===== config.mk =====
export PLATFORM = sky130hd
export DESIGN_NAME = modem_watch
export DESIGN_NICKNAME = d
export VERILOG_FILES = /design/src/rtl/modem_pkg.sv /design/src/rtl/modem_sync.sv /design/src/rtl/modem_edge_flags.sv /design/src/rtl/modem_dtr_ctl.sv /design/src/rtl/modem_watch.sv
export SDC_FILE = /design/constraint.sdc
export NUM_CORES = 1
export LEC_CHECK = 0
export BUFFER_PORTS_ARGS = -buffer_cell sky130_fd_sc_hd__buf_2
export CORE_UTILIZATION = 47
export CTS_BUF_LIST = sky130_fd_sc_hd__clkbuf_4 sky130_fd_sc_hd__clkbuf_8 sky130_fd_sc_hd__clkbuf_16
export DETAILED_ROUTE_END_ITERATION = 7
export PLACE_DENSITY = 0.79
export SYNTH_ARGS = -nofsm -noshare
export SYNTH_HDL_FRONTEND = slang
export SYNTH_HIERARCHICAL = 1
export SYNTH_SLANG_ARGS = --single-unit

===== constraint.sdc =====
create_clock -name clk -period 1.6 [get_ports clk]
set_input_delay 0.24 -clock clk [delete_from_list [all_inputs] [get_ports clk]]
set_output_delay 0.24 -clock clk [all_outputs]
set_load 0.1 [all_outputs]

===== src/rtl/modem_pkg.sv =====
package modem_pkg;
  localparam int unsigned NUM_LINES = 4;
  localparam int unsigned THR_W     = 4;
  localparam int unsigned MAX_THR   = 12;

  typedef enum logic [1:0] {
    ADDR_FALL_THR = 2'd0,
    ADDR_RISE     = 2'd1,
    ADDR_LEVELS   = 2'd2,
    ADDR_FLAGS    = 2'd3
  } reg_addr_e;
endpackage


===== src/rtl/modem_sync.sv =====
module modem_sync #(
  parameter int unsigned W      = 4,
  parameter int unsigned STAGES = 2
) (
  input  logic         clk,
  input  logic         rst_n,
  input  logic [W-1:0] d,
  output logic [W-1:0] q
);
  logic [W-1:0] stage_q [STAGES];

  always_ff @(posedge clk or negedge rst_n) begin
    if (!rst_n) stage_q[0] <= '0;
    else        stage_q[0] <= d;
  end

  for (genvar s = 1; s < STAGES; s++) begin : g_stage
    always_ff @(posedge clk or negedge rst_n) begin
      if (!rst_n) stage_q[s] <= '0;
      else        stage_q[s] <= stage_q[s-1];
    end
  end

  assign q = stage_q[STAGES-1];
endmodule


===== src/rtl/modem_edge_flags.sv =====
module modem_edge_flags #(
  parameter int unsigned W = 4
) (
  input  logic         clk,
  input  logic         rst_n,
  input  logic [W-1:0] level,
  input  logic [W-1:0] fall_en,
  input  logic [W-1:0] rise_en,
  input  logic         clr_we,
  input  logic [W-1:0] clr_mask,
  output logic [W-1:0] hit,
  output logic [W-1:0] flags
);
  logic [W-1:0] prev_q;

  always_ff @(posedge clk or negedge rst_n) begin
    if (!rst_n) prev_q <= '0;
    else        prev_q <= level;
  end

  for (genvar i = 0; i < W; i++) begin : g_line
    logic fell, rose;
    assign fell   = prev_q[i] & ~level[i];
    assign rose   = ~prev_q[i] & level[i];
    assign hit[i] = (fell & fall_en[i]) | (rose & rise_en[i]);

    always_ff @(posedge clk or negedge rst_n) begin
      if (!rst_n)              flags[i] <= 1'b0;
      else if (hit[i])         flags[i] <= 1'b1;
      else if (clr_we && clr_mask[i]) flags[i] <= 1'b0;
    end
  end
endmodule


===== src/rtl/modem_dtr_ctl.sv =====
module modem_dtr_ctl #(
  parameter int unsigned CNT_W   = 5,
  parameter int unsigned THR_W   = 4,
  parameter int unsigned MAX_THR = 12
) (
  input  logic [THR_W-1:0] thr,
  input  logic [CNT_W-1:0] fifo_count,
  input  logic [THR_W-1:0] rx_svc_thresh,
  input  logic             man_dtr,
  output logic             auto_on,
  output logic             dtr,
  output logic             cfg_err
);
  localparam int unsigned CMP_W = (CNT_W > THR_W) ? CNT_W : THR_W;

  logic [CMP_W-1:0] cnt_x, thr_x;

  assign cnt_x   = CMP_W'(fifo_count);
  assign thr_x   = CMP_W'(thr);
  assign auto_on = (thr != '0) && (thr <= THR_W'(MAX_THR));
  assign dtr     = auto_on ? (cnt_x <= thr_x) : man_dtr;
  assign cfg_err = auto_on && (thr <= rx_svc_thresh);
endmodule


===== src/rtl/modem_watch.sv =====
module modem_watch
  import modem_pkg::*;
#(
  parameter int unsigned CNT_W = 5
) (
  input  logic                 clk,
  input  logic                 rst_n,
  input  logic [NUM_LINES-1:0] modem_i,
  input  logic [CNT_W-1:0]     fifo_count,
  input  logic [THR_W-1:0]     rx_svc_thresh,
  input  logic                 wr_en,
  input  logic [1:0]           addr,
  input  logic [7:0]           wdata,
  output logic [7:0]           rdata,
  output logic                 svc_req,
  output logic                 dtr_o,
  output logic                 rts_o,
  output logic                 cfg_err
);
  logic [NUM_LINES-1:0] fall_en_q, rise_en_q, level, hit, flags;
  logic [THR_W-1:0]     thr_q;
  logic                 rts_q, man_dtr_q, auto_on, flag_wr;

  always_ff @(posedge clk or negedge rst_n) begin
    if (!rst_n) begin
      fall_en_q <= '0;
      thr_q     <= '0;
      rise_en_q <= '0;
      rts_q     <= 1'b0;
      man_dtr_q <= 1'b0;
    end else if (wr_en) begin
      unique case (reg_addr_e'(addr))
        ADDR_FALL_THR: begin
          fall_en_q <= wdata[7:4];
          thr_q     <= wdata[3:0];
        end
        ADDR_RISE:   rise_en_q <= wdata[7:4];
        ADDR_LEVELS: rts_q     <= wdata[0];
        ADDR_FLAGS:  man_dtr_q <= wdata[0];
        default: ;
      endcase
    end
  end

  assign flag_wr = wr_en && (reg_addr_e'(addr) == ADDR_FLAGS);

  modem_sync #(.W(NUM_LINES), .STAGES(2)) u_sync (
    .clk(clk), .rst_n(rst_n), .d(modem_i), .q(level)
  );

  modem_edge_flags #(.W(NUM_LINES)) u_edges (
    .clk(clk), .rst_n(rst_n), .level(level),
    .fall_en(fall_en_q), .rise_en(rise_en_q),
    .clr_we(flag_wr), .clr_mask(wdata[7:4]),
    .hit(hit), .flags(flags)
  );

  modem_dtr_ctl #(.CNT_W(CNT_W), .THR_W(THR_W), .MAX_THR(MAX_THR)) u_dtr (
    .thr(thr_q), .fifo_count(fifo_count), .rx_svc_thresh(rx_svc_thresh),
    .man_dtr(man_dtr_q), .auto_on(auto_on), .dtr(dtr_o), .cfg_err(cfg_err)
  );

  always_comb begin
    unique case (reg_addr_e'(addr))
      ADDR_FALL_THR: rdata = {fall_en_q, thr_q};
      ADDR_RISE:     rdata = {rise_en_q, 4'b0000};
      ADDR_LEVELS:   rdata = {level, 3'b000, rts_q};
      ADDR_FLAGS:    rdata = {flags, 3'b000, man_dtr_q};
      default:       rdata = 8'h00;
    endcase
  end

  assign svc_req = |flags;
  assign rts_o   = rts_q;
endmodule


# Word level (Yosys, flattened, before mapping)
# Index checks and enable logic that the tools add are counted.
dict set report totals {
  ff_bits 30
  out_inout_bits 12
}
dict set report op_classes {
  n_eq_ne 3
  bitwise_logic 28
  magnitude_cmp 3
  mux 10
  reduce_logical 18
}
# cell count
set op_table {}
lappend op_table {{8-bit case mux with 4 select lines} 1}
lappend op_table {{1-bit bitwise AND} 16}
lappend op_table {{1-bit two-way mux} 9}
lappend op_table {{1-bit inverter} 8}
lappend op_table {{2-bit AND reduction} 4}
lappend op_table {{2-bit nonzero test} 4}
lappend op_table {{1-bit logical AND} 7}
lappend op_table {{5-bit by 4-bit <= comparator with 1-bit output} 1}
lappend op_table {{2-bit equality test (second input constant)} 2}
lappend op_table {{4-bit <= comparator} 1}
lappend op_table {{4-bit <= comparator (second input constant)} 1}
lappend op_table {{1-bit OR} 4}
lappend op_table {{4-bit nonzero test} 1}
lappend op_table {{4-bit OR reduction} 1}
lappend op_table {{2-bit by 1-bit equality test with 1-bit output (second input constant)} 1}
lappend op_table {{2-bit zero test} 1}

# Logic depth before layout (Yosys ltp)
dict set report depth {
  word_depth 5
  depth_mapped 5
  depth_no_buf 5
}

# By module
# Netlist, hierarchy kept.
# module instances area_per_inst_um2 cells_per_inst seq_area_each_um2
set by_module_without_submodules {}
lappend by_module_without_submodules {modem_watch 1 710.7 45 350.3}
lappend by_module_without_submodules {modem_edge_flags 1 355.3 28 200.2}
lappend by_module_without_submodules {modem_dtr_ctl 1 241.5 33 0.0}
lappend by_module_without_submodules {modem_sync 1 230.2 12 200.2}

# Worst setup path after synthesis
# Ideal clock, no wire load.
dict set report synth_timing {
  kind {reg-to-output}
  startpoint {register thr_q[3]}
  endpoint {output cfg_err}
  path_stages_with_launch 5
  path_slack_ns -1.744
  arrival_time_ns 3.104
  n_path_buf 0
  cell_sequence {dfrtp_1 > ha_1 > a21oi_1 > nand3_1 > a21boi_0}
}
dict set report synth_between {
  elab_chain_cells 3
  word_cells_on_any_way 5
}
# item line
set synth_lines {}
lappend synth_lines {{from (decl)} modem_watch.sv:21} ;# logic [THR_W-1:0] thr_q;
lappend synth_lines {{from (signal assigned)} modem_watch.sv:35} ;# thr_q <= wdata[3:0];
lappend synth_lines {{4-bit <= comparator / 4-bit nonzero test (equally long branches)} modem_dtr_ctl.sv:20} ;# assign auto_on = (thr != '0) && (thr <= THR_W'(MAX_THR));
lappend synth_lines {{1-bit logical AND} modem_dtr_ctl.sv:20}
lappend synth_lines {{1-bit logical AND *} modem_dtr_ctl.sv:22} ;# assign cfg_err = auto_on && (thr <= rx_svc_thresh);
lappend synth_lines {{to (decl)} modem_watch.sv:18} ;# output logic cfg_err
# Mark *: on every way between the ends. The rest lies on a longest branch, timed or not.

# Worst setup path in the final report
dict set report layout_timing {
  startpoint {register thr_q[2]}
  endpoint {output dtr_o}
}
dict set report layout_between {
  elab_chain_cells 3
  word_cells_on_any_way 5
}
# item line
set layout_lines {}
lappend layout_lines {{4-bit <= comparator / 4-bit nonzero test (equally long branches)} modem_dtr_ctl.sv:20}
lappend layout_lines {{1-bit logical AND} modem_dtr_ctl.sv:20}
lappend layout_lines {{1-bit two-way mux *} modem_dtr_ctl.sv:21} ;# assign dtr = auto_on ? (cnt_x <= thr_x) : man_dtr;
lappend layout_lines {{to (decl)} modem_watch.sv:16} ;# output logic dtr_o,
# Marked as above.

==> key figures <==
Run status
  • Status: finished with violations
  • Failing checks: negative setup slack

Place
  • Routability cong.: 0.787
  • Placement Setup Slack: -235 ps
  • I/O Buffers: 37
  • HPWL Detailed: 2.54 mm

Timing
  • Highest Clock Rate: 460 MHz
  • Pins Over Slew Limit: 0
  • Unrepaired setup endpoints after global routing: yes
  • Tmin final: 2180 ps
  • Slew margin rel.: 57.0%
  • Hold violation total from the final report: 0
  • Crit share post-route: 136%
  • Setup Viol. Count Final: 9
  • Layout Skew: 8.97 ps
  • Slew at the pin closest to its max-slew limit: 645 ps
  • Setup ws final: -576 ps

Power and ir drop
  • Total Power: 2710 µW
  • Cell area power density: 1210 nW/µm²
  • P_leak: 0.00102 µW
  • Worst VDD drop: 721 µV

Clocking
  • CTS sink count: 30
  • CTS tree: done
  • Root buf cell: clkbuf_4
  • Clk Latency, worst-skew pair: 320 ps
  • Clock Tree Buf Depth: 2
  • H-tree Lvls: 2
  • Cts bufs inserted: 5
  • Reg clk slew, reported paths: 90 ps

Hold path
  • Worst Hold Class: input pin to flip-flop

Run
  • Maximum capacitance violations: 0

Floorplan
  • Initial Util: 49.7%
  • CORE AREA: 3050 µm²
  • Die width: 58.8 µm
  • # IOs: 38
  • DIE HEIGHT: 58.8 µm
  • Die area: 3460 µm²
  • FP Rows: 20

Setup path
  • Critical path class: flip-flop to primary output
  • Crit Path Max Fanout: 2
  • CP Launch Type: flip-flop
  • WP data arrival: 1940 ps
  • Data required, critical path: 1360 ps
  • Crit. End Element: primary output

Global routing
  • GRT met2 Usage: 42.2%
  • Busiest grt layer: met2
  • Vias in the first global route: 1289
  • Largest net degree at the start of global routing: 31
  • Gr ovfl total: 0
  • Global-route wire length before repair: 5.84 mm
  • Initial antenna violation count: 0
  • Met3 usage: 6.37%
  • GRT Total Usage: 23.7%
  • GRT met1 Usage: 26.3%

Final layout
  • Commonest cells after routing, fill and taps aside: dfrtp_1 (29), buf_2 (26), mux2_2 (14), buf_4 (14), buf_12 (9)
  • Commonest non-fill, non-tap cell in the layout: dfrtp_1
  • Fillcell total: 203
  • Share of layout cells above drive strength 1: 62.1%
  • Ant. Diodes: 0
  • Area delta synth->final: 47.2%
  • Nets: 207

Yosys
  • Syn Std Cell Area: 1520 µm²
  • Syn_area_per_cell: 13.3 µm²
  • Syn Inst Count: 114
  • Synthesized Nets: 148
  • Number of synthesis warnings: 6

Route
  • # DRC: 0
  • Iter 0 DRT Violations: 36
  • DR vias: 1162
  • DRT Pass-1 Iters: 4
  • Routed wire length: 3.66 mm
  • Average wire per standard cell: 16.8 µm
  • Routed Antenna Nets: 0
  • DR vias/cell: 5.33
worst max-delay path, cell delays in order, from the launching register on:
cell	delay, ps
dfrtp_1	390
inv_1	80
ha_4	270
nand3_2	80
or3b_4	400
a31oi_4	180
buf_12	200
flip-flops by register name, summed over array words and instances (netlist names):
signal and flops:
rts_o 1, fall_en_q 4, man_dtr_q 1, u_edges/prev_q 4, thr_q 4, rise_en_q 4
u_sync/q 4, u_edges/flags 4, u_sync/stage_q 4
cell type report:
| cell class | instances | area, µm² | share of cell area (%) |
|---|---|---|---|
| Clock inverter | 1 | 5.00 | 0.224 |
| Timing Repair Buffer | 58 | 512 | 22.9 |
| Inverter | 9 | 33.8 | 1.51 |
| Multi-Input combinational cell | 69 | 817 | 36.6 |
| Sequential cell | 30 | 752 | 33.7 |
| Tap cell | 44 | 55.1 | 2.46 |
| Clock buffer | 7 | 58.8 | 2.63 |
final timing paths:
kind	startpoint	slack (ps)	depth (start not counted)	endpoint
hold reg to reg	u_sync/stage_q[7]	360	0	u_sync/q[3]
min in group asynchronous	rst_n	470	2	u_edges/prev_q[3]
setup / recovery	thr_q[2]	-580	6	dtr_o
max in group asynchronous	rst_n	680	2	rts_o
hold / removal	modem_i[1]	20	1	u_sync/stage_q[5]
setup reg to reg	thr_q[2]	480	4	thr_q[2]
per-layer routing:
| layer | wire [µm] | vias to the layer above |
|---|---|---|
| met3 | 142 | 10 |
| met5 | 0 | - |
| met1 | 1470 | 584 |
| li1 | - | 536 |
| met4 | 73 | 0 |
| met2 | 1970 | 32 |
power by group:
part | leakage [µW] | switching (µW) | internal [µW]
Sequential | 0.000345 | 76.6 | 860
Combinational | 0.000633 | 734 | 560
Clock | 0.0000387 | 246 | 230
stage by stage:
stage | hold WS, ps | std cells | cell area (µm²) | utilization (%) | setup TNS (ps)
finish | 23.3 | 218 | 2230 | 73.2 | -1440
global placement | 281 | 197 | 1890 | 62.0 | -246
floorplan | -55.6 | 114 | 1560 | - | -630
global route | 10.3 | 218 | 2230 | 73.2 | -1880
CTS | 0.297 | 214 | 2180 | 71.3 | -1510
detailed placement | 299 | 197 | 1890 | 62.0 | -385
timing repair:
item	4_1_cts	5_1_grt
setup endpoints to repair	8	9
setup buffers	7	2
endpoints found under the hold margin	31	2
pin swaps	5	4
resized for setup	27	5
cloned	0	0
hold buffers	2	2
Power figures use the tool's default switching activity.
